### config.mk
export PLATFORM = sky130hd
export DESIGN_NAME = irq_vector_ctrl
export DESIGN_NICKNAME = d
export VERILOG_FILES = /design/src/rtl/irq_vec_pkg.sv /design/src/rtl/irq_vec_regs.sv /design/src/rtl/irq_vec_sel.sv /design/src/rtl/irq_vector_ctrl.sv
export SDC_FILE = /design/constraint.sdc
export NUM_CORES = 1
export LEC_CHECK = 0
export BUFFER_PORTS_ARGS = -buffer_cell sky130_fd_sc_hd__buf_2
export CAP_MARGIN = 30
export CORE_MARGIN = 3
export CORE_UTILIZATION = 30
export DETAILED_ROUTE_END_ITERATION = 10
export GPL_TIMING_DRIVEN = 0
export SETUP_SLACK_MARGIN = 0.4
export SLEW_MARGIN = 30
export SYNTH_ARGS = -nofsm -noshare
export SYNTH_HDL_FRONTEND = slang
export SYNTH_SLANG_ARGS = --single-unit
### constraint.sdc
create_clock -name clk -period 1.3 [get_ports clk]
set_clock_uncertainty 0.1 [all_clocks]
set_input_delay 0.195 -clock clk [delete_from_list [all_inputs] [get_ports clk]]
set_output_delay 0.195 -clock clk [all_outputs]
set_load 0.02 [all_outputs]
### src/rtl/irq_vec_pkg.sv
package irq_vec_pkg;
  localparam int NUM_SRC = 3;

  typedef enum logic {
    REG_CTRL = 1'b0,
    REG_FLAG = 1'b1
  } regSel_e;

  // strobes sent by the selection logic to the register datapath
  typedef struct packed {
    logic               ack;
    logic [NUM_SRC-1:0] grant;
    logic               ret;
  } ctrlStrobe_t;
endpackage

### src/rtl/irq_vec_regs.sv
module irq_vec_regs
  import irq_vec_pkg::*;
#(
  parameter int DATA_W = 8
) (
  input  logic               clk,
  input  logic               rstN,
  input  logic [NUM_SRC-1:0] srcTick,
  input  logic               regWrEn,
  input  logic               regSel,
  input  logic [DATA_W-1:0]  regWrData,
  output logic [DATA_W-1:0]  regRdData,
  input  ctrlStrobe_t        strobe,
  output logic               globalEn,
  output logic [NUM_SRC-1:0] srcEnable,
  output logic [NUM_SRC-1:0] srcFlag
);
  localparam int CTRL_USED = NUM_SRC + 1;

  logic               globalEnNext;
  logic [NUM_SRC-1:0] srcEnableNext;
  logic [NUM_SRC-1:0] srcFlagNext;
  logic               wrCtrl;
  logic               wrFlag;
  logic               unusedWrBits;

  assign wrCtrl       = regWrEn && (regSel == REG_CTRL);
  assign wrFlag       = regWrEn && (regSel == REG_FLAG);
  assign unusedWrBits = ^regWrData[DATA_W-1:CTRL_USED];

  always_comb begin
    if (strobe.ack)      globalEnNext = 1'b0;
    else if (strobe.ret) globalEnNext = 1'b1;
    else if (wrCtrl)     globalEnNext = regWrData[0];
    else                 globalEnNext = globalEn;
  end

  genvar gi;
  generate
    for (gi = 0; gi < NUM_SRC; gi++) begin : g_src
      always_comb begin
        if (srcTick[gi])                          srcFlagNext[gi] = 1'b1;
        else if (strobe.ack && strobe.grant[gi])  srcFlagNext[gi] = 1'b0;
        else if (wrFlag)                          srcFlagNext[gi] = regWrData[gi];
        else                                      srcFlagNext[gi] = srcFlag[gi];
      end
      assign srcEnableNext[gi] = wrCtrl ? regWrData[gi+1] : srcEnable[gi];

      assert_tick_sets_flag_R2: assert property (@(posedge clk) disable iff (!rstN)
        srcTick[gi] |=> srcFlag[gi]);
    end
  endgenerate

  always_ff @(posedge clk) begin
    if (!rstN) begin
      globalEn  <= 1'b0;
      srcEnable <= '0;
      srcFlag   <= '0;
    end else begin
      globalEn  <= globalEnNext;
      srcEnable <= srcEnableNext;
      srcFlag   <= srcFlagNext;
    end
  end

  always_comb begin
    regRdData = '0;
    if (regSel == REG_CTRL) regRdData[CTRL_USED-1:0] = {srcEnable, globalEn};
    else                    regRdData[NUM_SRC-1:0]   = srcFlag;
  end

  assert_ack_clears_ge_R6: assert property (@(posedge clk) disable iff (!rstN)
    strobe.ack |=> !globalEn);
  assert_ack_clears_flag_R6: assert property (@(posedge clk) disable iff (!rstN)
    (strobe.ack && ((strobe.grant & srcTick) == '0)) |=> ((srcFlag & $past(strobe.grant)) == '0));
  assert_ret_sets_ge_R9: assert property (@(posedge clk) disable iff (!rstN)
    (strobe.ret && !strobe.ack) |=> globalEn);
endmodule

### src/rtl/irq_vec_sel.sv
module irq_vec_sel
  import irq_vec_pkg::*;
#(
  parameter int ADDR_W     = 12,
  parameter int VEC_BASE   = 4,
  parameter int VEC_STRIDE = 4
) (
  input  logic               clk,
  input  logic               rstN,
  input  logic               globalEn,
  input  logic [NUM_SRC-1:0] srcEnable,
  input  logic [NUM_SRC-1:0] srcFlag,
  input  logic               coreReady,
  input  logic               stackFull,
  input  logic               retReq,
  output ctrlStrobe_t        strobe,
  output logic [ADDR_W-1:0]  vectorAddr
);
  logic [NUM_SRC-1:0] pending;
  logic [NUM_SRC-1:0] firstPending;
  logic               anyPending;
  logic               mayTake;

  assign pending = srcFlag & srcEnable;

  // lowest index has the highest priority
  always_comb begin
    firstPending = '0;
    for (int i = NUM_SRC - 1; i >= 0; i--) begin
      if (pending[i]) firstPending = NUM_SRC'(1) << i;
    end
  end

  assign anyPending = |pending;
  assign mayTake    = globalEn && coreReady && !stackFull && anyPending;

  assign strobe.ack   = mayTake;
  assign strobe.grant = mayTake ? firstPending : '0;
  assign strobe.ret   = retReq;

  always_comb begin
    vectorAddr = '0;
    for (int i = 0; i < NUM_SRC; i++) begin
      if (strobe.grant[i]) vectorAddr = ADDR_W'(VEC_BASE + i * VEC_STRIDE);
    end
  end

  assert_grant_onehot_R5: assert property (@(posedge clk) disable iff (!rstN)
    $onehot0(strobe.grant));
  assert_ack_single_R6: assert property (@(posedge clk) disable iff (!rstN)
    strobe.ack |=> !strobe.ack);
  assert_no_ack_full_R8: assert property (@(posedge clk) disable iff (!rstN)
    stackFull |-> !strobe.ack);
  assert_no_ack_blocked_R4: assert property (@(posedge clk) disable iff (!rstN)
    !globalEn |-> !strobe.ack);

  genvar gp;
  generate
    for (gp = 1; gp < NUM_SRC; gp++) begin : g_prio
      assert_priority_R5: assert property (@(posedge clk) disable iff (!rstN)
        strobe.grant[gp] |-> (pending[gp-1:0] == '0));
    end
  endgenerate
endmodule

### src/rtl/irq_vector_ctrl.sv
module irq_vector_ctrl
  import irq_vec_pkg::*;
#(
  parameter int DATA_W     = 8,
  parameter int ADDR_W     = 12,
  parameter int VEC_BASE   = 4,
  parameter int VEC_STRIDE = 4
) (
  input  logic              clk,
  input  logic              rstN,
  input  logic              tickTimeBase,
  input  logic              tickTimer0,
  input  logic              tickTimer1,
  input  logic              regWrEn,
  input  logic              regSel,
  input  logic [DATA_W-1:0] regWrData,
  output logic [DATA_W-1:0] regRdData,
  input  logic              coreReady,
  input  logic              stackFull,
  input  logic              retStrobe,
  output logic              ackPulse,
  output logic              pushPc,
  output logic              popPc,
  output logic [ADDR_W-1:0] vectorAddr
);
  ctrlStrobe_t        strobe;
  logic               globalEn;
  logic [NUM_SRC-1:0] srcEnable;
  logic [NUM_SRC-1:0] srcFlag;
  logic [NUM_SRC-1:0] srcTick;

  assign srcTick = {tickTimer1, tickTimer0, tickTimeBase};

  irq_vec_regs #(.DATA_W(DATA_W)) u_regs (
    .clk       (clk),
    .rstN      (rstN),
    .srcTick   (srcTick),
    .regWrEn   (regWrEn),
    .regSel    (regSel),
    .regWrData (regWrData),
    .regRdData (regRdData),
    .strobe    (strobe),
    .globalEn  (globalEn),
    .srcEnable (srcEnable),
    .srcFlag   (srcFlag)
  );

  irq_vec_sel #(
    .ADDR_W     (ADDR_W),
    .VEC_BASE   (VEC_BASE),
    .VEC_STRIDE (VEC_STRIDE)
  ) u_sel (
    .clk        (clk),
    .rstN       (rstN),
    .globalEn   (globalEn),
    .srcEnable  (srcEnable),
    .srcFlag    (srcFlag),
    .coreReady  (coreReady),
    .stackFull  (stackFull),
    .retReq     (retStrobe),
    .strobe     (strobe),
    .vectorAddr (vectorAddr)
  );

  assign ackPulse = strobe.ack;
  assign pushPc   = strobe.ack;
  assign popPc    = strobe.ret;
endmodule

# == After elaboration in Yosys (flattened, before gate mapping) ==
# Index checks and enable logic that the tools add are counted.
# word_totals
reg_bits,7
elab_cells,43
output_inout_bits,23
# op_classes
reduce_logical,15
n_bitwise,3
mux,20
# ops
op,n
two-way mux 3 bit,6
two-way mux 1 bit,12
nonzero test 3 bit,3
logical AND 1 bit,8
two-way mux 4 bit,2
bitwise AND 3 bit,1
OR reduction 3 bit,1
NOT 1 bit,2
nonzero test 2 bit,1
OR reduction 2 bit,1
zero test 1 bit,1

# == Longest topological paths before layout ==
# logic_depth
word_depth,8
ltp_mapped,6

# == Modules after synthesis ==
# A second synthesis with hierarchy kept.
# hier_totals
cells_unflattened,71
area_unflattened_um2,603.1
# modules_own_cells
module,seq_area_each_um2,cells_each,instances,area_each_um2
irq_vec_regs,140.1,45,1,420.4
irq_vec_sel,0.0,25,1,175.2
irq_vector_ctrl,0.0,1,1,7.5

# == Least setup slack after synthesis ==
# No wires, ideal clock.
# synth_timing
path_kind,reg2out
start,reg u_regs.globalEn
end,out pushPc
arrival_time_ns,1.293
setup_slack_ns,-0.288
stages_incl_launch_ff,5
path_cell_list,dfxtp_1 nand2_1 or2_1 a21oi_1 buf_4
# synth_between
elab_chain_cells,3
# synth_rtl
item,line,source
"start, declared",irq_vec_regs.sv:14,"output logic globalEn,"
"start signal, assigned",irq_vec_regs.sv:60,globalEn <= globalEnNext;
logical AND 1 bit (3 in a row),irq_vec_sel.sv:35,assign mayTake = globalEn && coreReady && !stackFull && anyPending;
"end, declared",irq_vector_ctrl.sv:22,"output logic pushPc,"
# Every way passes these cells.

# == Final worst setup path ==
# Ends and elaborated chain as after synthesis.

==> results.md <==
Outcome:
- The run finished, with violations left.
- The checks that failed: negative setup slack.

Floorplan:
- From left edge to right edge, the die measures 48.5 um.
- The die is 48.5 um tall.
- 41 I/O pins were placed.
- The initialized floorplan defines 14 standard-cell rows.
- The die covers 2360 um2.
- For this configuration, the core starts out at a cell density of 33.7%.
- The standard cell core area is 1610 um2.

STA:
- The routed design could run at a clock period as short as 1.59 ns.
- Hold timing on the final database bottoms out at a slack of 0.0424 ns.
- Derived from the worst setup path, the maximum achievable clock frequency is 627 MHz.
- The final worst-path cycle share is 123%.
- The count of final max-slew check failures was 0.
- The final number of setup-violating endpoints is 7.
- The final-layout setup total negative slack is -1.45 ns.
- Setup repair after global routing could not meet its margin everywhere.
- The number of hold violations in the final report is 0.
- The worst-case setup margin in the final layout is -0.295 ns.

Global route:
- Global routing used 11.7% of the available tracks across all layers.
- The initial antenna violation count is 0.
- The via count of the first global-routing pass is 507.
- The pin count of the biggest net entering global routing is 9.
- The aggregate global routing overflow is 0.
- The first global-routing pass estimated 2150 um of wire.

Worst setup path:
- The largest individual stage delay along the critical path comes from the cell sky130_fd_sc_hd__dfxtp_2.
- The worst setup path category is flop to output port.
- The critical path data arrival time is 1.30 ns.
- The worst-path maximum fanout is 4.
- The critical path data required time is 1.00 ns.
- The worst setup path is launched from a flop.
- The library cell appearing most often on the critical path is sky130_fd_sc_hd__buf_6.
- The signal on the critical path passes through nand2_2 > or2_4 > a21oi_4 > buf_6 > buf_6.
- The biggest cell delay along the critical path is 0.34 ns.
- The type of destination of the critical path is an output port.

Flow run:
- The count of max-cap constraint violations is 0.

Synthesis:
- The post-synthesis sequential element count is 7.
- In this run the mean area of a mapped cell was 8.62 um2.
- Yosys attributes the largest share of cell area to sky130_fd_sc_hd__dfxtp_1, sky130_fd_sc_hd__buf_4, sky130_fd_sc_hd__mux2i_1.
- In this run the biggest area consumer among cell types represents 25.8% of the synthesized area.
- Synthesis produced 63 cells.
- Of the synthesized area, sequential elements account for 25.8%.
- The number of warnings issued by yosys is 0.
- The biggest area contributor in the post-synthesis netlist is sky130_fd_sc_hd__dfxtp_1.
- The number of distinct standard cells referenced by the synthesized netlist is 19.
- The cell area that synthesis handed to floorplanning was 543 um2.

CTS:
- In this run the number of H-tree levels came out at 1.
- The later-pin clock latency in the skew report is 0.25 ns.
- The cell sitting at the root of the clock tree is a sky130_fd_sc_hd__clkbuf_4.
- The TritonCTS clock tree is built.
- CTS saw 7 sinks.
- The number of buffers inserted during clock tree synthesis is 3.
- The worst-case clock buffer depth is 2.
- The clock transition at the registers of the reported paths is 0.05 ns.

Final layout:
- Counting the fill cells in the layout gives 154.
- For this run, the post-layout net count is 127.
- The post-layout instance count excluding filler cells is 132.
- Cells with a size suffix above 1 make up 64.8% of the layout.
- The area overhead of the layout relative to synthesis is 76.5%.
- The diode insertion count for antenna repair is 0.

Pwr:
- In this run the static leakage power is 0.463 nW.
- Power spread over the standard cell area amounts to 711 nW/um2.
- The worst voltage drop across the vdd grid is 0.000745 V.

Route:
- The first detailed-routing pass took 2 iterations.
- The final layout contains routed wiring with a total length of 1310 um.
- The number of DRC violations after detailed routing is 0.
- The count of nets left with antenna violations once routing finished came out at 0.
- Detailed routing inserted a total of 519 vias.
- In the routed layout, each cell is associated on average with a via count of 3.93.
- The number of design-rule violations left by the first detailed-router iteration is 4.
- After detailed routing, the average wire length per cell comes to 9.94 um.

Hold path:
- The class of the tightest hold or removal check is primary input to flop.

Placement:
- The count of port buffers added during placement is 21.
- The routability-driven placement congestion ratio is 0.735.
- In this run, placement finished with an instance count of 121.
- The half-perimeter wire length after detailed placement is 989 um.
## Yosys cell counts
cell type / instances
sky130_fd_sc_hd__o21a_1: 3
sky130_fd_sc_hd__nor2b_1: 4
sky130_fd_sc_hd__mux2_4: 1
sky130_fd_sc_hd__a21oi_1: 3
sky130_fd_sc_hd__nand3_1: 4
sky130_fd_sc_hd__nor2_1: 2
sky130_fd_sc_hd__or2_1: 1
sky130_fd_sc_hd__buf_6: 2
sky130_fd_sc_hd__a22oi_1: 1
sky130_fd_sc_hd__conb_1: 1
sky130_fd_sc_hd__mux2i_1: 4
sky130_fd_sc_hd__nor2b_2: 1
sky130_fd_sc_hd__o21ai_2: 1
sky130_fd_sc_hd__a2bb2oi_1: 2
sky130_fd_sc_hd__nand2_1: 6
sky130_fd_sc_hd__buf_4: 16
sky130_fd_sc_hd__a31oi_1: 1
sky130_fd_sc_hd__dfxtp_1: 7
sky130_fd_sc_hd__mux2_2: 3
## kinds of logic (layout without fill, tap and decap cells)
family,Yosys count,after routing,synth area share [%]
AND/OR/NAND/NOR,18,18,16.6
buffers and inverters,18,50,26.3
AO/OA/AOI/OAI,11,11,14.3
multiplexers,8,8,16.4
flip-flops,7,7,25.8
other,1,14,0.691
## stage by stage
stage	power [W]	setup WS, ns	util (%)	cell area, um2
4_1_cts	0.000679	-0.301	57.0	918
5_1_grt	0.000730	-0.359	59.5	958
6_report	0.000681	-0.295	59.5	958
3_3_place_gp	0.000461	-0.0895	50.6	816
2_1_floorplan	0.000417	0.000316	-	681
3_5_place_dp	0.000463	-0.101	50.6	816
## worst paths after layout
| path | slack [ns] | startpoint | cells after the start | end |
|---|---|---|---|---|
| worst min register to register | 0.45 | u_regs.srcEnable[1]$_SDFFE_PN0P_ | 2 | u_regs.srcEnable[1]$_SDFFE_PN0P_ |
| worst max register to register | -0.20 | u_regs.srcFlag[0]$_SDFFE_PN0P_ | 6 | u_regs.srcFlag[2]$_SDFFE_PN0P_ |
| worst min-delay path | 0.04 | tickTimeBase | 2 | u_regs.srcFlag[0]$_SDFFE_PN0P_ |
| worst max-delay path | -0.29 | u_regs.globalEn$_SDFFE_PP0P_ | 5 | pushPc |
## worst max-delay path: cells and delay by family (launching register included)
family / cells / cell delay, ns
AND/OR/NAND/NOR: 2 / 0.35
flip-flops: 1 / 0.34
buffers and inverters: 2 / 0.21
AO/OA/AOI/OAI: 1 / 0.16
## area by class of cell
| cell class | count | area (um2) | share of cell area [%] |
|---|---|---|---|
| timing repair buffer | 28 | 206 | 21.5 |
| sequential | 7 | 155 | 16.2 |
| tap | 24 | 30.0 | 3.13 |
| buffer | 18 | 155 | 16.2 |
| clock buffer | 4 | 26.3 | 2.74 |
| multi-input combinational | 51 | 385 | 40.2 |
## report_power, final
group / internal [W] / switching (W) / leakage, nW
Clock: 0.000117 / 0.0000788 / 0.0150
Combinational: 0.000125 / 0.000114 / 0.387
Sequential: 0.000229 / 0.0000174 / 0.0608
Total: 0.000471 / 0.000210 / 0.463
## routing by layer
metal	up-vias	routed length (um)	global-route usage [%]	part of all wire, %
li1	275	-	-	-
met1	217	569	14.1	43
met2	23	587	16.5	45
met3	4	119	4.29	9.1
met4	0	35	9.48	2.7
met5	-	0	0	0
## what timing repair did
item / in CTS / in global routing
pin swaps: 5 / 7
gates resized for setup: 17 / 6
setup endpoints to repair: 12 / 13
hold buffers: 0 / 0
setup buffers: 4 / 3
cloned: 0 / 0
## cells in the final DEF (no fill, tap or decap), types with 4 or more instances in the layout
| master | count |
|---|---|
| sky130_fd_sc_hd__conb_1 | 14 |
| sky130_fd_sc_hd__nand2_1 | 4 |
| sky130_fd_sc_hd__mux2i_1 | 4 |
| sky130_fd_sc_hd__buf_4 | 19 |
| sky130_fd_sc_hd__buf_2 | 15 |
| sky130_fd_sc_hd__buf_6 | 11 |
## registers in the layout (all words and copies together), names as in the netlist
register,cells
u_regs.srcEnable,3
u_regs.srcFlag,3
u_regs.globalEn,1
Note: power is estimated with default switching activity, not from simulation.
